**src/rtl/wiper_pkg.sv**
```systemverilog
package wiper_pkg;

  // Move a position by one place, held inside 0..last.
  function automatic int unsigned clamp_step(int unsigned cur, logic up, int unsigned last);
    if (up) return (cur >= last) ? last : cur + 1;
    return (cur == 0) ? 0 : cur - 1;
  endfunction

  // Limit a recalled value to the legal range.
  function automatic int unsigned clamp_top(int unsigned v, int unsigned last);
    return (v > last) ? last : v;
  endfunction

endpackage

```
**src/rtl/wiper_sync.sv**
```systemverilog
module wiper_sync #(
  parameter int W = 3,
  parameter logic [W-1:0] RST_VAL = '1
) (
  input  logic         clk,
  input  logic         rst_n,
  input  logic [W-1:0] d_async,
  output logic [W-1:0] q_sync
);
  logic [W-1:0] stage1_q, stage2_q;

  always_ff @(posedge clk or negedge rst_n) begin
    if (!rst_n) begin
      stage1_q <= RST_VAL;
      stage2_q <= RST_VAL;
    end else begin
      stage1_q <= d_async;
      stage2_q <= stage1_q;
    end
  end

  assign q_sync = stage2_q;
endmodule

```
**src/rtl/wiper_counter.sv**
```systemverilog
module wiper_counter
  import wiper_pkg::*;
#(
  parameter int TAPS  = 100,
  parameter int POS_W = 7
) (
  input  logic             clk,
  input  logic             rst_n,
  input  logic             supply_ok,
  input  logic             step_ev,
  input  logic             up,
  input  logic [POS_W-1:0] recall_val,
  output logic [POS_W-1:0] pos,
  output logic             valid,
  output logic             move_now
);
  localparam int unsigned LAST = TAPS - 1;

  logic [POS_W-1:0] pos_q, nxt_pos, rec_pos;
  logic             valid_q;

  assign nxt_pos  = POS_W'(clamp_step(32'(pos_q), up, LAST));
  assign rec_pos  = POS_W'(clamp_top(32'(recall_val), LAST));
  assign move_now = valid_q && step_ev && (nxt_pos != pos_q);

  always_ff @(posedge clk or negedge rst_n) begin
    if (!rst_n) begin
      pos_q   <= '0;
      valid_q <= 1'b0;
    end else if (!valid_q) begin
      if (supply_ok) begin
        pos_q   <= rec_pos;
        valid_q <= 1'b1;
      end
    end else if (move_now) begin
      pos_q <= nxt_pos;
    end
  end

  assign pos   = pos_q;
  assign valid = valid_q;

  a_r4_in_range: assert property (@(posedge clk) disable iff (!rst_n)
    valid_q |-> (pos_q <= POS_W'(LAST)));

  a_r3_unit_step: assert property (@(posedge clk) disable iff (!rst_n)
    (valid_q && $past(valid_q)) |->
      ((pos_q == $past(pos_q)) || (pos_q == $past(pos_q) + POS_W'(1)) ||
       (pos_q + POS_W'(1) == $past(pos_q))));
endmodule

```
**src/rtl/wiper_store.sv**
```systemverilog
module wiper_store #(
  parameter int POS_W     = 7,
  parameter int STORE_CYC = 2000000,
  parameter logic [POS_W-1:0] NV_INIT = '0
) (
  input  logic             clk,
  input  logic             rst_n,
  input  logic             go_store,
  input  logic [POS_W-1:0] pos,
  output logic [POS_W-1:0] nv_val,
  output logic             busy
);
  localparam int CNT_W = $clog2(STORE_CYC + 1);

  // Retained across reset: only a store writes it.
  logic [POS_W-1:0] nv_q = NV_INIT;
  logic [CNT_W-1:0] cnt_q;

  always_ff @(posedge clk) begin
    if (go_store) nv_q <= pos;
  end

  always_ff @(posedge clk or negedge rst_n) begin
    if (!rst_n)              cnt_q <= '0;
    else if (go_store)       cnt_q <= CNT_W'(STORE_CYC);
    else if (cnt_q != '0)    cnt_q <= cnt_q - CNT_W'(1);
  end

  assign busy   = (cnt_q != '0);
  assign nv_val = nv_q;

  a_r8_busy_start: assert property (@(posedge clk) disable iff (!rst_n)
    $past(go_store) |-> busy);
endmodule

```
**src/rtl/wiper_decode.sv**
```systemverilog
module wiper_decode #(
  parameter int TAPS    = 100,
  parameter int POS_W   = 7,
  parameter int OVL_CYC = 3
) (
  input  logic             clk,
  input  logic             rst_n,
  input  logic             valid,
  input  logic [POS_W-1:0] pos,
  input  logic             move_now,
  output logic [TAPS-1:0]  tap_sel
);
  logic             ovl_on;
  logic [POS_W-1:0] old_pos;

  generate
    if (OVL_CYC > 0) begin : g_ovl
      localparam int OW = $clog2(OVL_CYC + 1);
      logic [OW-1:0]    ovl_q;
      logic [POS_W-1:0] old_q;
      always_ff @(posedge clk or negedge rst_n) begin
        if (!rst_n) begin
          ovl_q <= '0;
          old_q <= '0;
        end else if (move_now) begin
          ovl_q <= OW'(OVL_CYC);
          old_q <= pos;
        end else if (ovl_q != '0) begin
          ovl_q <= ovl_q - OW'(1);
        end
      end
      assign ovl_on  = (ovl_q != '0);
      assign old_pos = old_q;
    end else begin : g_no_ovl
      assign ovl_on  = 1'b0;
      assign old_pos = '0;
    end
  endgenerate

  for (genvar i = 0; i < TAPS; i++) begin : g_tap
    assign tap_sel[i] = valid && ((pos == POS_W'(i)) || (ovl_on && (old_pos == POS_W'(i))));
  end

  a_r6_one_tap: assert property (@(posedge clk) disable iff (!rst_n)
    (valid && !ovl_on) |-> ($countones(tap_sel) == 1));

  a_r7_two_max: assert property (@(posedge clk) disable iff (!rst_n)
    $countones(tap_sel) <= 2);
endmodule

```
**src/rtl/wiper_ctrl.sv**
```systemverilog
module wiper_ctrl #(
  parameter int TAPS      = 100,
  parameter int STORE_CYC = 2000000,
  parameter int OVL_CYC   = 3,
  parameter int NV_INIT   = 0,
  localparam int POS_W    = $clog2(TAPS)
) (
  input  logic             clk,
  input  logic             rst_n,
  input  logic             supply_ok,
  input  logic             sel_n,
  input  logic             dir_up,
  input  logic             step_n,
  output logic [POS_W-1:0] wiper_pos,
  output logic             pos_valid,
  output logic [TAPS-1:0]  tap_sel,
  output logic             store_busy,
  output logic             standby
);
  logic [2:0]       sync_q;
  logic             sel_s, dir_s, step_s;
  logic             sel_prev, step_prev;
  logic             step_ev, sel_rise, store_go, move_now;
  logic [POS_W-1:0] nv_val;

  wiper_sync #(.W(3), .RST_VAL(3'b111)) u_sync (
    .clk(clk), .rst_n(rst_n),
    .d_async({sel_n, dir_up, step_n}),
    .q_sync(sync_q)
  );
  assign {sel_s, dir_s, step_s} = sync_q;

  always_ff @(posedge clk or negedge rst_n) begin
    if (!rst_n) begin
      sel_prev  <= 1'b1;
      step_prev <= 1'b1;
    end else begin
      sel_prev  <= sel_s;
      step_prev <= step_s;
    end
  end

  // Named events for the assertions and the sub-blocks.
  assign step_ev  = step_prev && !step_s && !sel_s && !store_busy;
  assign sel_rise = sel_s && !sel_prev;
  assign store_go = sel_rise && step_s && pos_valid && !store_busy;

  wiper_counter #(.TAPS(TAPS), .POS_W(POS_W)) u_cnt (
    .clk(clk), .rst_n(rst_n), .supply_ok(supply_ok),
    .step_ev(step_ev), .up(dir_s), .recall_val(nv_val),
    .pos(wiper_pos), .valid(pos_valid), .move_now(move_now)
  );

  wiper_store #(.POS_W(POS_W), .STORE_CYC(STORE_CYC),
                .NV_INIT(POS_W'(NV_INIT))) u_store (
    .clk(clk), .rst_n(rst_n), .go_store(store_go),
    .pos(wiper_pos), .nv_val(nv_val), .busy(store_busy)
  );

  wiper_decode #(.TAPS(TAPS), .POS_W(POS_W), .OVL_CYC(OVL_CYC)) u_dec (
    .clk(clk), .rst_n(rst_n), .valid(pos_valid),
    .pos(wiper_pos), .move_now(move_now), .tap_sel(tap_sel)
  );

  assign standby = pos_valid && sel_s && !store_busy;

  a_r5_idle_hold: assert property (@(posedge clk) disable iff (!rst_n)
    ($past(sel_s) && $past(pos_valid)) |-> $stable(wiper_pos));

  a_r11_busy_hold: assert property (@(posedge clk) disable iff (!rst_n)
    ($past(store_busy) && $past(pos_valid)) |-> $stable(wiper_pos));

  a_r8_store_copy: assert property (@(posedge clk) disable iff (!rst_n)
    $rose(store_busy) |-> (nv_val == $past(wiper_pos)));

  a_r2_recall: assert property (@(posedge clk) disable iff (!rst_n)
    $rose(pos_valid) |-> (wiper_pos == nv_val));

  a_r1_dark: assert property (@(posedge clk) disable iff (!rst_n)
    !pos_valid |-> (tap_sel == '0 && !standby));
endmodule

```
**config.mk**
```make
export PLATFORM = sky130hd
export DESIGN_NAME = wiper_ctrl
export DESIGN_NICKNAME = d
export VERILOG_FILES = /design/src/rtl/wiper_pkg.sv /design/src/rtl/wiper_sync.sv /design/src/rtl/wiper_counter.sv /design/src/rtl/wiper_store.sv /design/src/rtl/wiper_decode.sv /design/src/rtl/wiper_ctrl.sv
export SDC_FILE = /design/constraint.sdc
export NUM_CORES = 1
export LEC_CHECK = 0
export CAP_MARGIN = 20
export CORE_ASPECT_RATIO = 1.25
export CORE_MARGIN = 2
export CORE_UTILIZATION = 54
export DETAILED_ROUTE_END_ITERATION = 7
export PLACE_DENSITY_LB_ADDON = 0.08
export SLEW_MARGIN = 15
export SYNTH_ARGS = -nofsm -noshare
export SYNTH_HDL_FRONTEND = slang
export SYNTH_SLANG_ARGS = --single-unit
```
**constraint.sdc**
```tcl
create_clock -name clk -period 9.4 [get_ports clk]
set_input_delay 1.88 -clock clk [delete_from_list [all_inputs] [get_ports clk]]
set_output_delay 1.88 -clock clk [all_outputs]
set_load 0.02 [all_outputs]
```
==> results of run 1 <==
==> cell type report <==
class	count	area, µm²	share of cell area (%)
Inverter	11	43.8	0.750
Clock buffer	6	93.8	1.61
Tap cell	97	121	2.08
Timing Repair Buffer	117	1170	20.1
Clock inverter	2	13.8	0.236
Multi-Input combinational cell	472	3020	51.7
Sequential cell	53	1370	23.5
==> sequential cells by signal, summed over array words and instances, names as in the netlist <==
register / flops
u_sync.stage1_q: 3
u_store.cnt_q: 21
u_cnt.valid: 1
step_prev: 1
u_cnt.pos: 7
u_sync.q_sync: 3
u_dec.g_ovl.ovl_q: 2
u_store.nv_val: 7
u_dec.g_ovl.old_q: 7
sel_prev: 1
==> how the worst max path moves through the flow <==
stage	start	end	slack, ns
after floorplan	u_store.cnt_q[7]	standby	5.53
after CTS	u_dec.g_ovl.ovl_q[0]	tap_sel[76]	4.42
after detailed placement	u_cnt.pos[2]	tap_sel[19]	4.76
after global routing	u_dec.g_ovl.ovl_q[0]	tap_sel[60]	4.13
final	u_dec.g_ovl.ovl_q[0]	tap_sel[93]	4.34
after global placement	u_store.cnt_q[7]	standby	4.83
==> power groups by stage <==
stage               logic, µW  registers, µW  clock network (µW)
floorplan                 137            303                   0
global route              209            324                 159
CTS                       188            314                 150
detailed placement        186            318                   0
finish                    190            317                 149
global placement          180            315                   0
==> per-stage QoR <==
stage | utilization (%) | std cells | hold WS, ns | setup WS, ns
final | 70.4 | 758 | 0.353 | 4.34
after global routing | 70.4 | 758 | 0.359 | 4.13
after CTS | 70.2 | 757 | 0.358 | 4.42
after detailed placement | 68.9 | 749 | 0.348 | 4.76
after global placement | 68.9 | 749 | 0.347 | 4.83
after floorplan | - | 583 | 0.345 | 5.53
==> cells in the final DEF, fill, tap and decap left out, types with 3 or more instances in the layout <==
master / Yosys / layout
sky130_fd_sc_hd__or4_1: 3 / 3
sky130_fd_sc_hd__xor2_1: 8 / 8
sky130_fd_sc_hd__or3_1: 6 / 6
sky130_fd_sc_hd__clkbuf_8: 0 / 5
sky130_fd_sc_hd__inv_1: 10 / 10
sky130_fd_sc_hd__and2_1: 100 / 100
sky130_fd_sc_hd__nor2_1: 23 / 23
sky130_fd_sc_hd__mux2_2: 3 / 3
sky130_fd_sc_hd__clkdlybuf4s50_1: 0 / 114
sky130_fd_sc_hd__edfxtp_1: 7 / 7
sky130_fd_sc_hd__nor4_1: 3 / 3
sky130_fd_sc_hd__o21ai_0: 16 / 16
sky130_fd_sc_hd__a21boi_0: 3 / 3
sky130_fd_sc_hd__and3_1: 5 / 5
sky130_fd_sc_hd__mux2i_1: 6 / 6
sky130_fd_sc_hd__a21oi_1: 17 / 17
sky130_fd_sc_hd__xnor2_1: 3 / 3
sky130_fd_sc_hd__nor3_1: 13 / 13
sky130_fd_sc_hd__nor3b_1: 7 / 7
sky130_fd_sc_hd__ha_1: 7 / 7
sky130_fd_sc_hd__or2_2: 3 / 3
sky130_fd_sc_hd__nor2b_1: 9 / 9
sky130_fd_sc_hd__nand3_1: 28 / 28
sky130_fd_sc_hd__a211oi_1: 4 / 4
sky130_fd_sc_hd__nand3b_1: 6 / 6
sky130_fd_sc_hd__mux2_4: 3 / 3
sky130_fd_sc_hd__o21ai_4: 3 / 3
sky130_fd_sc_hd__o22ai_1: 82 / 82
sky130_fd_sc_hd__a21o_1: 4 / 4
sky130_fd_sc_hd__a2111oi_0: 3 / 3
sky130_fd_sc_hd__a31oi_1: 4 / 4
sky130_fd_sc_hd__dfstp_2: 8 / 8
sky130_fd_sc_hd__nand2b_1: 6 / 6
sky130_fd_sc_hd__mux2_1: 3 / 3
sky130_fd_sc_hd__dfrtp_1: 38 / 37
sky130_fd_sc_hd__nand2_1: 53 / 53
==> synthesized netlist by cell type, drive strengths merged (8+ instances only) <==
library cell  instances  area share [%]
and2                100              14
o22ai                82              11
nand2                54             4.5
clkbuf               44             3.6
dfrtp                38              21
nand3                28             3.0
nor2                 25             2.3
o21ai                19             2.8
a21oi                17             1.8
nor3                 14             1.8
inv                  11            0.95
mux2                  9             2.4
nor2b                 9             1.2
dfstp                 8             4.6
xor2                  8             1.5
==> logic make-up (layout without fill, tap and decap cells) <==
kind of cell,after synthesis,in the layout
xor gates and xnor gates,11,11
AOI/OAI and AO/OA,157,157
buffers and inverters,58,136
and+or+nand+nor,282,282
adders and majority gates,7,7
DFF,53,53
muxes,15,15
==> per-layer routing <==
metal,vias to the layer above,share of wire [%],GRT usage [%]
li1,2270,-,-
met1,2282,40,37.8
met4,0,2.9,15.4
met2,336,49,48.5
met5,-,0,0
met3,45,8.5,3.14
==> worst max-delay path: cells and delay by family, from the launching register on <==
family / cells / cell delay, ns
fa+ha+maj: 1 / 0.28
compound gates: 1 / 0.25
flops: 1 / 0.37
buf+inv: 2 / 0.66
simple gates: 3 / 1.30
==> qor.txt, run 1 <==
TIMING
--------------------------------------------------------------------------------------------------
Final number of hold-violating endpoints                                                         0
Final Skew                                                                               0.0133 ns
Worst max-slew margin expressed relative to the limit                                        35.4%
Fmax                                                                                       198 MHz
Setup violators final                                                                            0
Setup tns final                                                                               0 ns
Min cycle time layout                                                                      5.06 ns
Share of the clock period used by the worst path                                             53.8%
Max Slew Vio Count                                                                               0
Worst Tran Pin Value                                                                      0.944 ns
Unrepaired setup endpoints after global routing                                              false

DIE
--------------------------------------------------------------------------------------------------
Die area                                                                                  9300 µm²
Die width                                                                                  86.6 µm
# rows                                                                                          37
I/O pin total                                                                                  116
Standard cell core area                                                                   8290 µm²
Starting density of the core                                                                 55.6%
Height of the chip                                                                          107 µm

JOB
--------------------------------------------------------------------------------------------------
Reported max-cap violation count                                                                 0

CRITICAL PATH
--------------------------------------------------------------------------------------------------
Reg2reg start                                                                         u_cnt.pos[0]
Nature of the critical path startpoint                                                    register
Endpoint required time on the critical path                                                7.52 ns
Critical path fanouts, max                                                                       7
Depth of the most critical reg-to-reg path                                                       8
Capturing element type of the critical path                                             output pin
End of the worst register-to-register path                                            u_dec.g_ovl.old_q[2]
Arrival @ worst endpoint                                                                   3.18 ns
Longest individual stage delay on the worst path                                           0.77 ns
Critical path class                                                                        reg2out
Slack of the worst reg-to-reg path                                                         6.04 ns
Series of cell instances along the critical path                                      inv_1 -> ha_1 -> nor3b_1 -> nand3_1 -> o22ai_1 -> and2_1 -> clkdlybuf4s50_1
CP max stage cell                                                                     sky130_fd_sc_hd__nor3b_1

POWER AND IR DROP
--------------------------------------------------------------------------------------------------
Switching Power                                                                             238 µW
Clk network pwr share                                                                        22.7%
Power Total                                                                                 656 µW
Internal power component                                                                    418 µW
P per Cell Area                                                                         112 nW/µm²
Worst ir drop on vdd                                                                        137 µV
Combinational power share                                                                    29.0%
Sequential share of power                                                                    48.4%
Leakage power of the design                                                             0.00216 µW
Net switching fraction of the power                                                          36.3%

PLACEMENT
--------------------------------------------------------------------------------------------------
Count of input and output buffers                                                              115
Final weighted congestion in routability-driven placement                                    0.963
DPL Wire Length                                                                           10100 µm
Post-placement cell area                                                                  5710 µm²

DETAILED ROUTING
--------------------------------------------------------------------------------------------------
DR vias                                                                                       4933
Starting DRC count in detailed routing                                                         415
First-pass iteration count of the detailed router                                                5
Number of nets with antenna violations after routing                                             0
Vias/cell                                                                                     6.51
Routed wire per std cell                                                                   18.7 µm
Final WL                                                                                  14200 µm
DRC violations left                                                                              0

CTS
--------------------------------------------------------------------------------------------------
Maximum clock path buffer count                                                                  2
Clock transition time at the flip-flop clock pins of the worst setup and hold paths        0.10 ns
H-tree Lvls                                                                                      2
Clk sink count                                                                                  53
Clock insertion delay at the later pin of the skew report                                  0.32 ns
Buffers inserted during post-CTS setup optimization                                              0
Resize count post-CTS                                                                            0
Clk Tree Root Cell                                                                    sky130_fd_sc_hd__clkbuf_8
TritonCTS Buffers                                                                                5
# hold bufs at CTS                                                                               0
TritonCTS clock tree                                                                          done

SYNTHESIS
--------------------------------------------------------------------------------------------------
Net count of the mapped netlist                                                                596
Main combinational cell family by area after synthesis                                simple AND/OR/NAND/NOR gates
Number of distinct library cell variants in the gate-level netlist after synthesis              71
Warning count from the yosys run                                                                 0
Most frequently used flop master after synthesis                                      sky130_fd_sc_hd__dfrtp_1
Fraction of registers with async set or reset after synthesis                                86.8%
EDFF count, synth                                                                                7
Average cell area after synthesis                                                         7.91 µm²
Synthesized-area fraction occupied by ao, oa, aoi and oai cells                              22.7%
Synthesized instance count                                                                     583
FF+latch count, synth                                                                           53
Proportion of synthesized chip area in sequential cells                                      29.7%
Synth Area in XOR/XNOR                                                                       2.09%
Fraction of the mapped netlist area in simple logic gates                                    35.0%
Total standard cell area after synthesis                                                  4610 µm²
Multiplexer fraction of the synthesized cell area                                            3.74%
Adder and majority gate portion of the synthesized area                                      1.90%

WORST HOLD PATH
--------------------------------------------------------------------------------------------------
Worst hold path type                                                                       reg2reg
Hold worst-path end                                                                   u_sync.q_sync[2]
Source of the worst hold timing path                                                  u_sync.stage1_q[2]
Number of cells on the worst hold path                                                           0

CELLS AND AREA
--------------------------------------------------------------------------------------------------
Number of antenna diodes                                                                         0
Final standard cell area without fillers                                                  5840 µm²
Fill count                                                                                     691
Signed area change from the synthesized netlist to the final layout                          26.6%
Nets                                                                                           673
Share of layout cells above drive strength 1                                                 6.66%

GRT
--------------------------------------------------------------------------------------------------
Maximum number of pins on one net before global-route repair                                   110
Wire length of the first global-routing pass                                              22100 µm
Overall track demand over capacity in global routing                                         29.4%
Via count of the first global-routing pass                                                    4510
Grt ovf                                                                                          0
Initial antenna violation count                                                                  0

RUN STATUS
--------------------------------------------------------------------------------------------------
Outcome                                                                               finished, final reports clean

Power figures use the tool's default switching activity.
==> inputs of run 2 (changes only) <==
--- a/config.mk
+++ b/config.mk
@@ -8,7 +8,7 @@
 export CAP_MARGIN = 20
 export CORE_ASPECT_RATIO = 1.25
 export CORE_MARGIN = 2
-export CORE_UTILIZATION = 54
+export CORE_UTILIZATION = 46
 export DETAILED_ROUTE_END_ITERATION = 7
 export PLACE_DENSITY_LB_ADDON = 0.08
 export SLEW_MARGIN = 15
==> constraint.sdc (replaced) <==
create_clock -name clk -period 4.4 [get_ports clk]
set_input_delay 0.88 -clock clk [delete_from_list [all_inputs] [get_ports clk]]
set_output_delay 0.88 -clock clk [all_outputs]
set_load 0.02 [all_outputs]
==> run 2 against run 1 <==
Compared with the run above:
- design area grew 2.9%
- sequential cell count is the same
- die area grew 17%
- hold slack gained 0.0035 ns
- total power grew 140%
- final cell count grew 4.9%
- clock power grew to 3.0 times the previous value
- clock skew shrank 0.0070 ns
- combinational power grew 130%
- register-to-register slack lost 4.9 ns
- setup slack lost 3.8 ns
==> qor.txt, run 2 (synthesis results as in run 1) <==
WORST HOLD PATH
--------------------------------------------------------------------------------------------------
Number of cells on the worst hold path                                                           0   unchanged
Worst hold path type                                                                       reg2reg
Source of the worst hold timing path                                                  u_sync.stage1_q[1]
Hold worst-path end                                                                   u_sync.q_sync[1]

CELLS AND AREA
--------------------------------------------------------------------------------------------------
Signed area change from the synthesized netlist to the final layout                          30.2%
Nets                                                                                           681   +1.2%
Most frequent cells in the layout                                                     sky130_fd_sc_hd__clkdlybuf4s50_1 (114), sky130_fd_sc_hd__and2_1 (100), sky130_fd_sc_hd__o22ai_1 (82)
Fill count                                                                                     885   +28%
Flip-flop count of the largest register after layout                                            21   unchanged
Register with the most flip-flops                                                     u_store.cnt_q
Number of standard cells in the final layout excluding fillers                                 795   +4.9%
Share of layout cells above drive strength 1                                                 7.62%   +0.97 points
Number of antenna diodes                                                                         0   unchanged
Final standard cell utilization of the core                                                  61.8%   -8.6 points
Leading cell type in the layout, fill and taps excluded                               sky130_fd_sc_hd__clkdlybuf4s50_1

DIE
--------------------------------------------------------------------------------------------------
Standard cell core area                                                                   9710 µm²   +17%
Die area                                                                                 10800 µm²   +17%
I/O pin total                                                                                  116   unchanged
Starting density of the core                                                                 47.5%   -8.2 points
Die width                                                                                  93.5 µm   +8.0%
# rows                                                                                          40   +8.1%
Height of the chip                                                                          116 µm   +8.0%

CTS
--------------------------------------------------------------------------------------------------
Clock insertion delay at the later pin of the skew report                                  0.30 ns   -0.02 ns
Maximum clock path buffer count                                                                  2   unchanged
Resize count post-CTS                                                                            0   unchanged
TritonCTS clock tree                                                                          done
H-tree Lvls                                                                                      2   unchanged
Buffers inserted during post-CTS setup optimization                                              0   unchanged
Clk sink count                                                                                  53   unchanged
Clk Tree Root Cell                                                                    sky130_fd_sc_hd__clkbuf_16
# hold bufs at CTS                                                                               0   unchanged
TritonCTS Buffers                                                                                5   unchanged
Clock transition time at the flip-flop clock pins of the worst setup and hold paths        0.07 ns   -0.03 ns

TIMING
--------------------------------------------------------------------------------------------------
Share of the clock period used by the worst path                                             87.4%
Worst max-slew margin expressed relative to the limit                                        40.0%   +4.6 points
Worst Tran Pin Value                                                                      0.900 ns   -0.0440 ns
Fmax                                                                                       260 MHz
Unrepaired setup endpoints after global routing                                              false
Max Slew Vio Count                                                                               0   unchanged
Setup tns final                                                                               0 ns   unchanged
Setup violators final                                                                            0   unchanged
Min cycle time layout                                                                      3.85 ns
Final Skew                                                                              0.00632 ns   -0.00703 ns
Final number of hold-violating endpoints                                                         0   unchanged

CRITICAL PATH
--------------------------------------------------------------------------------------------------
Depth of the most critical reg-to-reg path                                                       7   -1
Slack of the worst reg-to-reg path                                                         1.19 ns   -4.85 ns
Endpoint required time on the critical path                                                3.52 ns   -4.00 ns
Capturing element type of the critical path                                             output pin
Startpoint of the worst setup timing path                                             u_store.cnt_q[7]
CP max stage cell                                                                     sky130_fd_sc_hd__clkdlybuf4s50_1
Longest individual stage delay on the worst path                                           0.60 ns   -0.17 ns
End of the worst register-to-register path                                            u_cnt.pos[1]
Nature of the critical path startpoint                                                    register
Critical path class                                                                        reg2out
Arrival @ worst endpoint                                                                   2.97 ns   -0.21 ns
Series of cell instances along the critical path                                      or4_4 -> nor4_4 -> nand2_2 -> nor3_4 -> and3_1 -> clkdlybuf4s50_1
Reg2reg start                                                                         u_cnt.pos[4]
Critical path fanouts, max                                                                       8   +1

DETAILED ROUTING
--------------------------------------------------------------------------------------------------
DRC violations left                                                                              0   unchanged
Vias/cell                                                                                     6.25   -3.9%
Final WL                                                                                  15000 µm   +5.7%
DR vias                                                                                       4972   +0.79%
Number of nets with antenna violations after routing                                             0   unchanged
Routed wire per std cell                                                                   18.8 µm   +0.79%
First-pass iteration count of the detailed router                                                5   unchanged
Starting DRC count in detailed routing                                                         481   +16%

GRT
--------------------------------------------------------------------------------------------------
GRT met2 Usage                                                                               48.2%   -0.26 points
Met3 usage                                                                                   3.32%   +0.17 points
Overall track demand over capacity in global routing                                         27.4%   -2.0 points
Wire length of the first global-routing pass                                              23800 µm   +7.4%
Via count of the first global-routing pass                                                    4702   +4.3%
Grt ovf                                                                                          0   unchanged
Initial antenna violation count                                                                  0   unchanged
Maximum number of pins on one net before global-route repair                                    67   -39%
Routing usage on met1                                                                        34.3%   -3.6 points
Most used routing layer in global routing                                                     met2

JOB
--------------------------------------------------------------------------------------------------
Reported max-cap violation count                                                                 0   unchanged

POWER AND IR DROP
--------------------------------------------------------------------------------------------------
Net switching fraction of the power                                                          33.7%   -2.6 points
Sequential share of power                                                                    42.7%   -5.7 points
Switching Power                                                                             520 µW   +120%
Leakage power of the design                                                             0.00225 µW   +4.1%
Worst ir drop on vdd                                                                        385 µV   +180%
P per Cell Area                                                                         257 nW/µm²   +130%
Combinational power share                                                                    28.2%   -0.8 points
Internal power component                                                                   1020 µW   +140%
Clk network pwr share                                                                        29.1%   +6.4 points

RUN STATUS
--------------------------------------------------------------------------------------------------
Outcome                                                                               finished, final reports clean

PLACEMENT
--------------------------------------------------------------------------------------------------
Count of input and output buffers                                                              115   unchanged
Final weighted congestion in routability-driven placement                                    0.972   +0.98%
Number of placed instances with taps included                                                  785   +4.8%
DPL Wire Length                                                                           11000 µm   +9.3%

-- run 2: cell types whose count changed in the layout (fill, tap and decap cells not counted) --
cell / before / now
sky130_fd_sc_hd__dlymetal6s2s_1: 0 / 1
sky130_fd_sc_hd__clkbuf_8: 5 / 1
sky130_fd_sc_hd__clkbuf_16: 1 / 6
sky130_fd_sc_hd__clkinv_2: 1 / 0
sky130_fd_sc_hd__inv_6: 1 / 0
sky130_fd_sc_hd__buf_4: 1 / 8
sky130_fd_sc_hd__inv_8: 0 / 1
-- run 2: worst max-delay path: cells and delay by family (launching register included) --
kind / cells / cell delay [ns]
buffers and inverters: 1 / 0.60
and+or+nand+nor: 5 / 1.66
DFF: 1 / 0.41
-- run 2: power by group through the flow --
stage / registers (µW) / logic, µW / clock network (µW)
4_1_cts: 659 / 431 / 460
6_report: 659 / 435 / 448
2_1_floorplan: 648 / 293 / 0
3_3_place_gp: 660 / 416 / 0
3_5_place_dp: 668 / 428 / 0
5_1_grt: 675 / 482 / 479
-- run 2: how the worst max path moves through the flow --
stage / to / slack, ns
global placement: standby / 0.96
floorplan: u_dec.g_ovl.old_q[1] / 1.32
detailed placement: standby / 0.90
finish: standby / 0.55
global route: standby / 0.39
CTS: standby / 0.57
-- run 2: final cells by class --
cell class / instances / area (µm²) / area share, %
clock buffer: 7 / 164 / 2.73
clock inverter: 1 / 11.3 / 0.188
inverter: 11 / 43.8 / 0.729
multi-input combinational: 472 / 3020 / 50.2
sequential: 53 / 1370 / 22.9
tap: 126 / 158 / 2.63
timing repair buffer: 125 / 1240 / 20.6
-- run 2: stage by stage --
stage	cell area, µm²	worst slack [ns]	hold WS (ns)	total power (µW)
floorplan	4610	1.32	0.345	941
global placement	5800	0.958	0.345	1080
detailed placement	5800	0.905	0.348	1100
CTS	5970	0.573	0.358	1550
global route	6000	0.391	0.359	1640
finish	6000	0.552	0.356	1540
-- run 2: per-layer routing --
| metal | up-vias | share of wire [%] |
|---|---|---|
| li1 | 2288 | - |
| met1 | 2328 | 40 |
| met2 | 313 | 49 |
| met3 | 43 | 8.4 |
| met4 | 0 | 3.4 |
| met5 | - | 0 |
